**src/rtl/dly_pkg.sv**
```systemverilog
package dly_pkg;
  // Which source decides the added delay.
  typedef enum logic [1:0] {
    SEL_CODE = 2'd0,
    SEL_MIN  = 2'd1,
    SEL_MAX  = 2'd2
  } sel_mode_e;

  // Override priority: minimum beats maximum, both beat the code.
  function automatic sel_mode_e pick_mode(input logic fmin, input logic fmax);
    if (fmin)      return SEL_MIN;
    else if (fmax) return SEL_MAX;
    else           return SEL_CODE;
  endfunction
endpackage

```
**src/rtl/dly_code_latch.sv**
```systemverilog
module dly_code_latch #(
  parameter int W = 11
) (
  input  logic         clk,
  input  logic         rst,
  input  logic         hold_i,
  input  logic [W-1:0] code_i,
  output logic [W-1:0] eff_o
);
  logic [W-1:0] held_q;

  always_ff @(posedge clk) begin
    if (rst)          held_q <= '0;
    else if (!hold_i) held_q <= code_i;
  end

  // Transparent while open, held value while closed.
  assign eff_o = hold_i ? held_q : code_i;


  held_stable_chk: assert property (@(posedge clk) disable iff (rst)
    hold_i |=> $stable(held_q));


  held_tracks_chk: assert property (@(posedge clk) disable iff (rst)
    !hold_i |=> held_q == $past(code_i));
endmodule

```
**src/rtl/dly_sel_decode.sv**
```systemverilog
module dly_sel_decode
  import dly_pkg::*;
#(
  parameter int CODE_W = 10
) (
  input  logic            fmin_i,
  input  logic            fmax_i,
  input  logic [CODE_W:0] code_i,
  output logic [CODE_W:0] units_o,
  output logic            chain_o
);
  localparam int UW = CODE_W + 1;
  localparam logic [UW-1:0] MAX_UNITS = UW'(1) << CODE_W;

  function automatic logic [UW-1:0] units_of(input sel_mode_e m,
                                             input logic [CODE_W-1:0] c);
    case (m)
      SEL_MIN: return '0;
      SEL_MAX: return MAX_UNITS;
      default: return {1'b0, c};
    endcase
  endfunction

  function automatic logic chain_of(input sel_mode_e m, input logic b);
    case (m)
      SEL_MIN: return 1'b0;
      SEL_MAX: return 1'b1;
      default: return b;
    endcase
  endfunction

  sel_mode_e mode_w;

  always_comb begin
    mode_w  = pick_mode(fmin_i, fmax_i);
    units_o = units_of(mode_w, code_i[CODE_W-1:0]);
    chain_o = chain_of(mode_w, code_i[CODE_W]);
  end
endmodule

```
**src/rtl/dly_tap_line.sv**
```systemverilog
module dly_tap_line #(
  parameter int BASE_LAT = 4,
  parameter int CODE_W   = 10
) (
  input  logic            clk,
  input  logic            rst,
  input  logic            din_i,
  input  logic [CODE_W:0] units_i,
  output logic            tap_o
);
  localparam int DEPTH = BASE_LAT + (1 << CODE_W);
  localparam int IDX_W = $clog2(DEPTH);
  localparam logic [CODE_W:0] MAX_UNITS = (CODE_W+1)'(1) << CODE_W;

  logic [DEPTH-1:0] sr_q;
  logic [IDX_W-1:0] idx_w;

  always_ff @(posedge clk) begin
    if (rst) sr_q <= '0;
    else     sr_q <= {sr_q[DEPTH-2:0], din_i};
  end

  // The output register adds one cycle, so read one entry short.
  assign idx_w = IDX_W'(BASE_LAT - 1) + IDX_W'(units_i);
  assign tap_o = sr_q[idx_w];


  store_entry_chk: assert property (@(posedge clk) disable iff (rst)
    1'b1 |=> sr_q[0] == $past(din_i));


  units_range_chk: assert property (@(posedge clk) disable iff (rst)
    units_i <= MAX_UNITS);
endmodule

```
**src/rtl/prog_delay_line.sv**
```systemverilog
module prog_delay_line #(
  parameter int BASE_LAT = 4,
  parameter int CODE_W   = 10
) (
  input  logic              clk,
  input  logic              rst,
  input  logic              sig_in,
  input  logic [CODE_W:0]   dly_code,
  input  logic              code_hold,
  input  logic              force_min,
  input  logic              force_max,
  input  logic              mute,
  output logic              sig_out,
  output logic              chain_hi,
  output logic              chain_lo
);
  localparam logic [CODE_W:0] MAX_UNITS = (CODE_W+1)'(1) << CODE_W;

  logic [CODE_W:0] eff_code_w;
  logic [CODE_W:0] units_w;
  logic            chain_w;
  logic            tap_w;
  logic            out_q;

  dly_code_latch #(.W(CODE_W + 1)) u_latch (
    .clk(clk), .rst(rst), .hold_i(code_hold),
    .code_i(dly_code), .eff_o(eff_code_w)
  );

  dly_sel_decode #(.CODE_W(CODE_W)) u_dec (
    .fmin_i(force_min), .fmax_i(force_max), .code_i(eff_code_w),
    .units_o(units_w), .chain_o(chain_w)
  );

  dly_tap_line #(.BASE_LAT(BASE_LAT), .CODE_W(CODE_W)) u_line (
    .clk(clk), .rst(rst), .din_i(sig_in),
    .units_i(units_w), .tap_o(tap_w)
  );

  always_ff @(posedge clk) begin
    if (rst) out_q <= 1'b0;
    else     out_q <= mute ? 1'b0 : tap_w;
  end

  assign sig_out  = out_q;
  assign chain_hi = chain_w;
  assign chain_lo = ~chain_w;


  mute_low_chk: assert property (@(posedge clk) disable iff (rst)
    mute |=> !sig_out);


  chain_pair_chk: assert property (@(posedge clk) disable iff (rst)
    chain_hi != chain_lo);


  min_wins_chk: assert property (@(posedge clk) disable iff (rst)
    force_min |-> (units_w == '0 && !chain_hi));


  max_units_chk: assert property (@(posedge clk) disable iff (rst)
    (force_max && !force_min) |-> (units_w == MAX_UNITS && chain_hi));


  reset_out_chk: assert property (@(posedge clk)
    rst |=> !sig_out);
endmodule

```
**config.mk**
```make
export PLATFORM = sky130hd
export DESIGN_NAME = prog_delay_line
export DESIGN_NICKNAME = d
export VERILOG_FILES = /design/src/rtl/dly_pkg.sv /design/src/rtl/dly_code_latch.sv /design/src/rtl/dly_sel_decode.sv /design/src/rtl/dly_tap_line.sv /design/src/rtl/prog_delay_line.sv
export SDC_FILE = /design/constraint.sdc
export NUM_CORES = 2
export LEC_CHECK = 0
export BUFFER_PORTS_ARGS = -buffer_cell sky130_fd_sc_hd__buf_2
export CELL_PAD_IN_SITES_DETAIL_PLACEMENT = 1
export CELL_PAD_IN_SITES_GLOBAL_PLACEMENT = 1
export CORE_MARGIN = 1
export CORE_UTILIZATION = 45
export DETAILED_ROUTE_END_ITERATION = 10
export PLACE_DENSITY_LB_ADDON = 0.15
export SLEW_MARGIN = 25
export SYNTH_ARGS = -nofsm -noshare
export SYNTH_HDL_FRONTEND = slang
export SYNTH_SLANG_ARGS = --single-unit
```
**constraint.sdc**
```tcl
create_clock -name clk -period 4.4 [get_ports clk]
set_input_delay 0.22 -clock clk [delete_from_list [all_inputs] [get_ports clk]]
set_output_delay 0.22 -clock clk [all_outputs]
set_load 0.01 [all_outputs]
```
# After elaboration in Yosys (flattened, before gate mapping)
# Index checks and enable logic that the tools add are counted.
dict set report word_totals {
  ff_bits 1040
  input_bits 18
  out_inout_bits 3
  elab_cells 16
}
dict set report op_classes {
  addsub 1
  order_cmp 1
  n_eq_ne 2
  muxes 7
  bitwise_logic 1
  reduce_logical 1
}
# cell n
set ops {}
lappend ops {{$pmux W11 S2} 1}
lappend ops {{$lt A11 B12 Y1 const B} 1}
lappend ops {{$add A2 B11 Y11 const A} 1}
lappend ops {{$bmux W1 S11} 1}
lappend ops {{$mux W11} 1}
lappend ops {{$mux W2} 2}
lappend ops {{$eq A2 B1 Y1 const B} 1}
lappend ops {{$eq A2 B2 Y1 const B} 1}
lappend ops {{$pmux W1 S2} 1}
lappend ops {{$reduce_or A2 Y1} 1}
lappend ops {{$mux W1} 1}
lappend ops {{$not A1 Y1} 1}

# Longest topological paths before layout
dict set report depth {
  depth_word 7
  mapped_depth 19
  ltp_nobuf 14
}

# Cells and area by module
# From an unflattened synthesis, not the netlist that was laid out.
dict set report hier_totals {
  cells_unflattened 3050
  area_unflattened_um2 36824.1
}
# module n_inst cells_each area_per_inst_um2 seq_area_each_um2
set by_module_without_submodules {}
lappend by_module_without_submodules {dly_tap_line 1 2998 36127.1 20579.7}
lappend by_module_without_submodules {dly_code_latch 1 35 496.7 220.2}
lappend by_module_without_submodules {dly_sel_decode 1 14 163.9 0.0}
lappend by_module_without_submodules {prog_delay_line 1 3 36.3 20.0}

# Worst setup path after synthesis
# No wires, ideal clock.
dict set report synth_path {
  path_kind {input to register}
  startpoint {input port force_max}
  endpoint {register out_q, in the netlist sig_out}
  setup_time_ps 116
  t_arrival_ps 3693
  required_time_ps 4284
  path_slack_ps 591
  cell_stages 16
  path_buffers 6
  path_cell_list {or2_1 -> buf_2 -> nor2_8 -> buf_6 -> inv_1 -> buf_2 -> ha_1 -> clkbuf_1 -> clkbuf_1 -> clkbuf_1 -> mux4_2 -> a221oi_1 -> o21ai_1 -> nor4_1 -> o2111ai_1 -> o211a_1}
}
dict set report synth_between {
  elab_chain_cells 7
  elab_cells_between_ends 8
  cone_classes {add/sub (1); eq/ne (2); mux (5)}
}
# item line_no
set synth_rtl {}
lappend synth_rtl {{from (decl)} prog_delay_line.sv:11} ;# input logic force_max,
lappend synth_rtl {{$mux W2 *} dly_pkg.sv:12} ;# else if (fmax) return SEL_MAX;
lappend synth_rtl {{$mux W2 *} dly_pkg.sv:11} ;# if (fmin) return SEL_MIN;
lappend synth_rtl {{$eq A2 B2 Y1 / $eq A2 B1 Y1 (equally long branches)} dly_sel_decode.sv:17} ;# case (m)
lappend synth_rtl {{$pmux W11 S2 *} dly_sel_decode.sv:17}
lappend synth_rtl {{$add A2 B11 Y11 *} dly_tap_line.sv:24} ;# assign idx_w = IDX_W'(BASE_LAT - 1) + IDX_W'(units_i);
lappend synth_rtl {{$bmux W1 S11 *} dly_tap_line.sv:25} ;# assign tap_o = sr_q[idx_w];
lappend synth_rtl {{$mux W1 (not written as such) *} dly_tap_line.sv:25}
lappend synth_rtl {{to (signal assigned)} prog_delay_line.sv:42} ;# else out_q <= mute ? 1'b0 : tap_w;
lappend synth_rtl {{to (decl)} prog_delay_line.sv:23} ;# logic out_q;
# Mark *: on every way between the ends. The rest lies on a longest branch, timed or not. The select of a mux whose other input is x is not followed.
# A chain may end at the register's enable or synchronous reset.

# Final worst setup path
dict set report layout_path {
  startpoint {register u_latch.held_q[0]}
  endpoint {register out_q, in the netlist sig_out}
}
dict set report layout_between {
  elab_chain_cells 5
}
# item line_no
set layout_rtl {}
lappend layout_rtl {{from (decl)} dly_code_latch.sv:10} ;# logic [W-1:0] held_q;
lappend layout_rtl {{from (signal assigned)} dly_code_latch.sv:14} ;# else if (!hold_i) held_q <= code_i;
lappend layout_rtl {{$mux W11} dly_code_latch.sv:18} ;# assign eff_o = hold_i ? held_q : code_i;
lappend layout_rtl {{$pmux W11 S2} dly_sel_decode.sv:17}
lappend layout_rtl {{$add A2 B11 Y11} dly_tap_line.sv:24}
lappend layout_rtl {{$bmux W1 S11} dly_tap_line.sv:25}
lappend layout_rtl {{$mux W1 (not written as such)} dly_tap_line.sv:25}
# Every way passes these cells. The select of a mux whose other input is x is not followed.

==> reports/results.tsv <==
metric	value	unit
buffers from clock root to sink, at most	3	
max-slew violation total from the final report	0	
cell accounting for the most synthesized area	sky130_fd_sc_hd__dfxtp_1	
clock latency of the later-clocked register in the worst-skew pair	0.66	ns
I/O pin cnt	21	
wire length of the first global-routing pass	133900	um
maximum number of pins on one net before global-route repair	154	
final critical-path share of the clock period	0.8882	
total track usage	0.2054	
TritonCTS sink count	1040	
post-cts hold buffer count	13	
required time of the critical path	5.01	ns
cell area after technology mapping	36870	um^2
effective utilization at floorplan	0.4563	
DRC violation count after routing	0	
height of the die	288.3	um
portion of synthesized cell area occupied by the leading cell type	0.5646	
number of cells on the worst hold path	2	
GRT Residual Overflow	0	
std cell rows	104	
minimum setup slack among reg-to-reg paths	0.49	ns
number of clock buffers inserted by TritonCTS	108	
status	finished clean	
terminating pin of the worst hold path	u_line.sr_q[427]$_SDFF_PP0_	
Max-Cap Viols	0	
leading register cell type out of synthesis	sky130_fd_sc_hd__dfxtp_1	
hold path start	rst	
synthesis-to-layout area growth	13.63	%
width of the chip	288.3	um
Crit Path Max Fanout	19	
arrival time at the worst endpoint	4.51	ns
Power, Total	19.91	mW
average instance area after synthesis	12.46	um^2
TritonCTS clock tree	yes	
library cell used as clock root buffer	sky130_fd_sc_hd__clkbuf_16	
DRT Wirelength	83990	um
total half-perimeter wirelength after legalization and detailed placement	52310	um
layout net count	2981	
endpoint of the most critical register-to-register path	sig_out$_SDFF_PP0_	
RSZ-0062 raised after global routing	false	
number of hold violations in the final report	0	
FFs w/ async S/R, synth	0	
Total Die Area	83090	um^2
via count of the first global-routing pass	23320	
worst reg2reg startpoint	u_latch.held_q[0]$_SDFF_PP0_	
count of distinct cell types in the synthesized netlist	67	
routed length per instance	20.41	um
crit path kind	flop to flop	
CTS-repair resized insts	0	
H-tree depth	3	
Critical Path Source Type	flop	
setup skew after layout	0.02110	ns
setup total negative slack	0	ns
core region area	80810	um^2
routed via count	21540	
antenna-violating nets left	0	
number of flops mapped to enable cells by yosys	0	
leakage power	15.35	nW
maximum vdd drop	0.0003356	V
maximum clock frequency	255.9	MHz
Synth Net Count	2979	
Yosys reg bits	1040	
Yosys warnings	0	
remaining max-slew budget at the tightest pin	0.4159	
clk slew on worst S/H paths	0.07	ns
buffers added on ports	20	
Setup Buffers After CTS	0	
Tmin final	3.908	ns
length of the first detailed-routing pass in iterations	7	
sequential area share after synthesis	0.5646	
drt first-iter violations	1169	
slew at the pin with the worst max-slew slack	0.8741	ns
crit path capture type	flop	
largest cells by area after synthesis	sky130_fd_sc_hd__dfxtp_1, sky130_fd_sc_hd__nor2b_1, sky130_fd_sc_hd__mux4_2	
share of post-route cells with drive strength above 1	0.1824	
routability-driven placement congestion ratio	0.7942	
ratio of routed vias to standard cells	5.235	
worst reg2reg path depth	14	
setup violation total in the final timing report	0	
type of the tightest min-delay check	input port to flop	
Syn Inst Count	2960	
antenna violations before repair	0	
cell area power density	475.1	nW/um^2
metrics by stage:
step / worst slack [ns] / instances / util / cell area, um^2 / hold slack, ns
after floorplan: 0.5907 / 2960 / - / 36870 / 0.3482
after global placement: 0.4081 / 3899 / 0.4690 / 37900 / 0.4349
after detailed placement: 0.3524 / 3899 / 0.4690 / 37900 / 0.4509
after CTS: 0.5821 / 4113 / 0.5185 / 41900 / 0.04931
after global routing: 0.4165 / 4113 / 0.5185 / 41900 / 0.08994
final: 0.4918 / 4114 / 0.5185 / 41900 / 0.04029
final cells by class:
type,instances,area (um^2)
multi-input combinational,1707,14900
antenna,1,2.502
sequential,1040,20820
tap,1060,1326
inverter,2,7.507
clock inverter,55,807.0
clock buffer,146,3057
fill,8120,38910
timing repair buffer,103,978.4
Yosys cell counts (6+ instances only):
master                     instances
sky130_fd_sc_hd__a211oi_1          7
sky130_fd_sc_hd__a21oi_1          23
sky130_fd_sc_hd__a221oi_2          6
sky130_fd_sc_hd__a22o_1           26
sky130_fd_sc_hd__a22oi_1          30
sky130_fd_sc_hd__a31oi_1           8
sky130_fd_sc_hd__a32oi_1           8
sky130_fd_sc_hd__and3_1            6
sky130_fd_sc_hd__buf_12           11
sky130_fd_sc_hd__buf_2            27
sky130_fd_sc_hd__buf_6            15
sky130_fd_sc_hd__clkbuf_1        148
sky130_fd_sc_hd__dfxtp_1        1040
sky130_fd_sc_hd__mux2i_1          25
sky130_fd_sc_hd__mux4_2          248
sky130_fd_sc_hd__nand2_1         107
sky130_fd_sc_hd__nand3_1          27
sky130_fd_sc_hd__nand4_1          14
sky130_fd_sc_hd__nor2_1           30
sky130_fd_sc_hd__nor2b_1        1030
sky130_fd_sc_hd__o21ai_0           6
sky130_fd_sc_hd__o21ai_1          14
cell usage in the layout (no fill, tap or decap), types with 8 or more instances in the layout:
cell type and instances:
sky130_fd_sc_hd__clkbuf_1 18, sky130_fd_sc_hd__buf_4 53, sky130_fd_sc_hd__mux4_2 248, sky130_fd_sc_hd__a22o_1 26
sky130_fd_sc_hd__buf_12 17, sky130_fd_sc_hd__a32oi_1 8, sky130_fd_sc_hd__nand4_1 14, sky130_fd_sc_hd__a22oi_1 30
sky130_fd_sc_hd__nand2_1 106, sky130_fd_sc_hd__a31oi_1 8, sky130_fd_sc_hd__nor2b_1 1030, sky130_fd_sc_hd__bufinv_16 17
sky130_fd_sc_hd__buf_2 19, sky130_fd_sc_hd__dfxtp_1 1040, sky130_fd_sc_hd__a21oi_1 23, sky130_fd_sc_hd__mux2i_1 25
sky130_fd_sc_hd__clkbuf_8 19, sky130_fd_sc_hd__clkinv_2 23, sky130_fd_sc_hd__dlygate4sd3_1 13, sky130_fd_sc_hd__nor2_1 28
sky130_fd_sc_hd__o21ai_1 14, sky130_fd_sc_hd__clkbuf_16 109, sky130_fd_sc_hd__nand3_1 27
worst max-delay path: stages, from the launching register on:
cell and delay, ns:
sky130_fd_sc_hd__dfxtp_1 0.39, sky130_fd_sc_hd__mux2i_4 0.12, sky130_fd_sc_hd__nor2_8 0.11, sky130_fd_sc_hd__inv_1 0.09
sky130_fd_sc_hd__ha_4 0.19, sky130_fd_sc_hd__o21ai_0 0.11, sky130_fd_sc_hd__nand2_1 0.24, sky130_fd_sc_hd__nor2_4 0.72
sky130_fd_sc_hd__buf_4 0.35, sky130_fd_sc_hd__a22o_1 0.17, sky130_fd_sc_hd__a221oi_2 0.04, sky130_fd_sc_hd__o21ai_0 0.59
sky130_fd_sc_hd__a211oi_1 0.20, sky130_fd_sc_hd__nor3_1 0.33, sky130_fd_sc_hd__o211a_1 0.20
metal layers:
layer / track usage / vias up / part of all wire
met1: 0.2820 / 11090 / 0.47
met2: 0.3393 / 275 / 0.48
met4: 0.06019 / 0 / 0.024
met5: 0 / - / 0
met3: 0.02694 / 132 / 0.028
li1: - / 10040 / -
worst max-delay path by stage:
| stage | from | end | slack [ns] | cells past startpoint |
|---|---|---|---|---|
| 2_1_floorplan | force_max | sig_out$_SDFF_PP0_ | 0.59 | 16 |
| 3_3_place_gp | force_max | sig_out$_SDFF_PP0_ | 0.41 | 15 |
| 3_5_place_dp | force_max | sig_out$_SDFF_PP0_ | 0.35 | 16 |
| 4_1_cts | u_latch.held_q[0]$_SDFF_PP0_ | sig_out$_SDFF_PP0_ | 0.58 | 14 |
| 5_1_grt | u_latch.held_q[0]$_SDFF_PP0_ | sig_out$_SDFF_PP0_ | 0.42 | 14 |
| 6_report | u_latch.held_q[0]$_SDFF_PP0_ | sig_out$_SDFF_PP0_ | 0.49 | 14 |
state kept, by name (all words and copies together), names as in the netlist:
name            cells
u_line.sr_q      1028
sig_out             1
u_latch.held_q     11
cell families after synthesis:
kind of cell | Yosys count | synth area share
and+or+nand+nor | 1248 | 0.2023
DFF | 1040 | 0.5646
muxes | 284 | 0.1636
buffers and inverters | 213 | 0.03234
AOI/OAI and AO/OA | 170 | 0.03580
xor gates and xnor gates | 4 | 0.0009503
adders and majority gates | 1 | 0.0003393
power breakdown:
part           internal [mW]  switching, mW
registers               9.42        0.00512
clock network           5.90           3.84
logic                  0.226          0.516
total                   15.5           4.36
No activity file was read; power rests on OpenSTA's default activity.
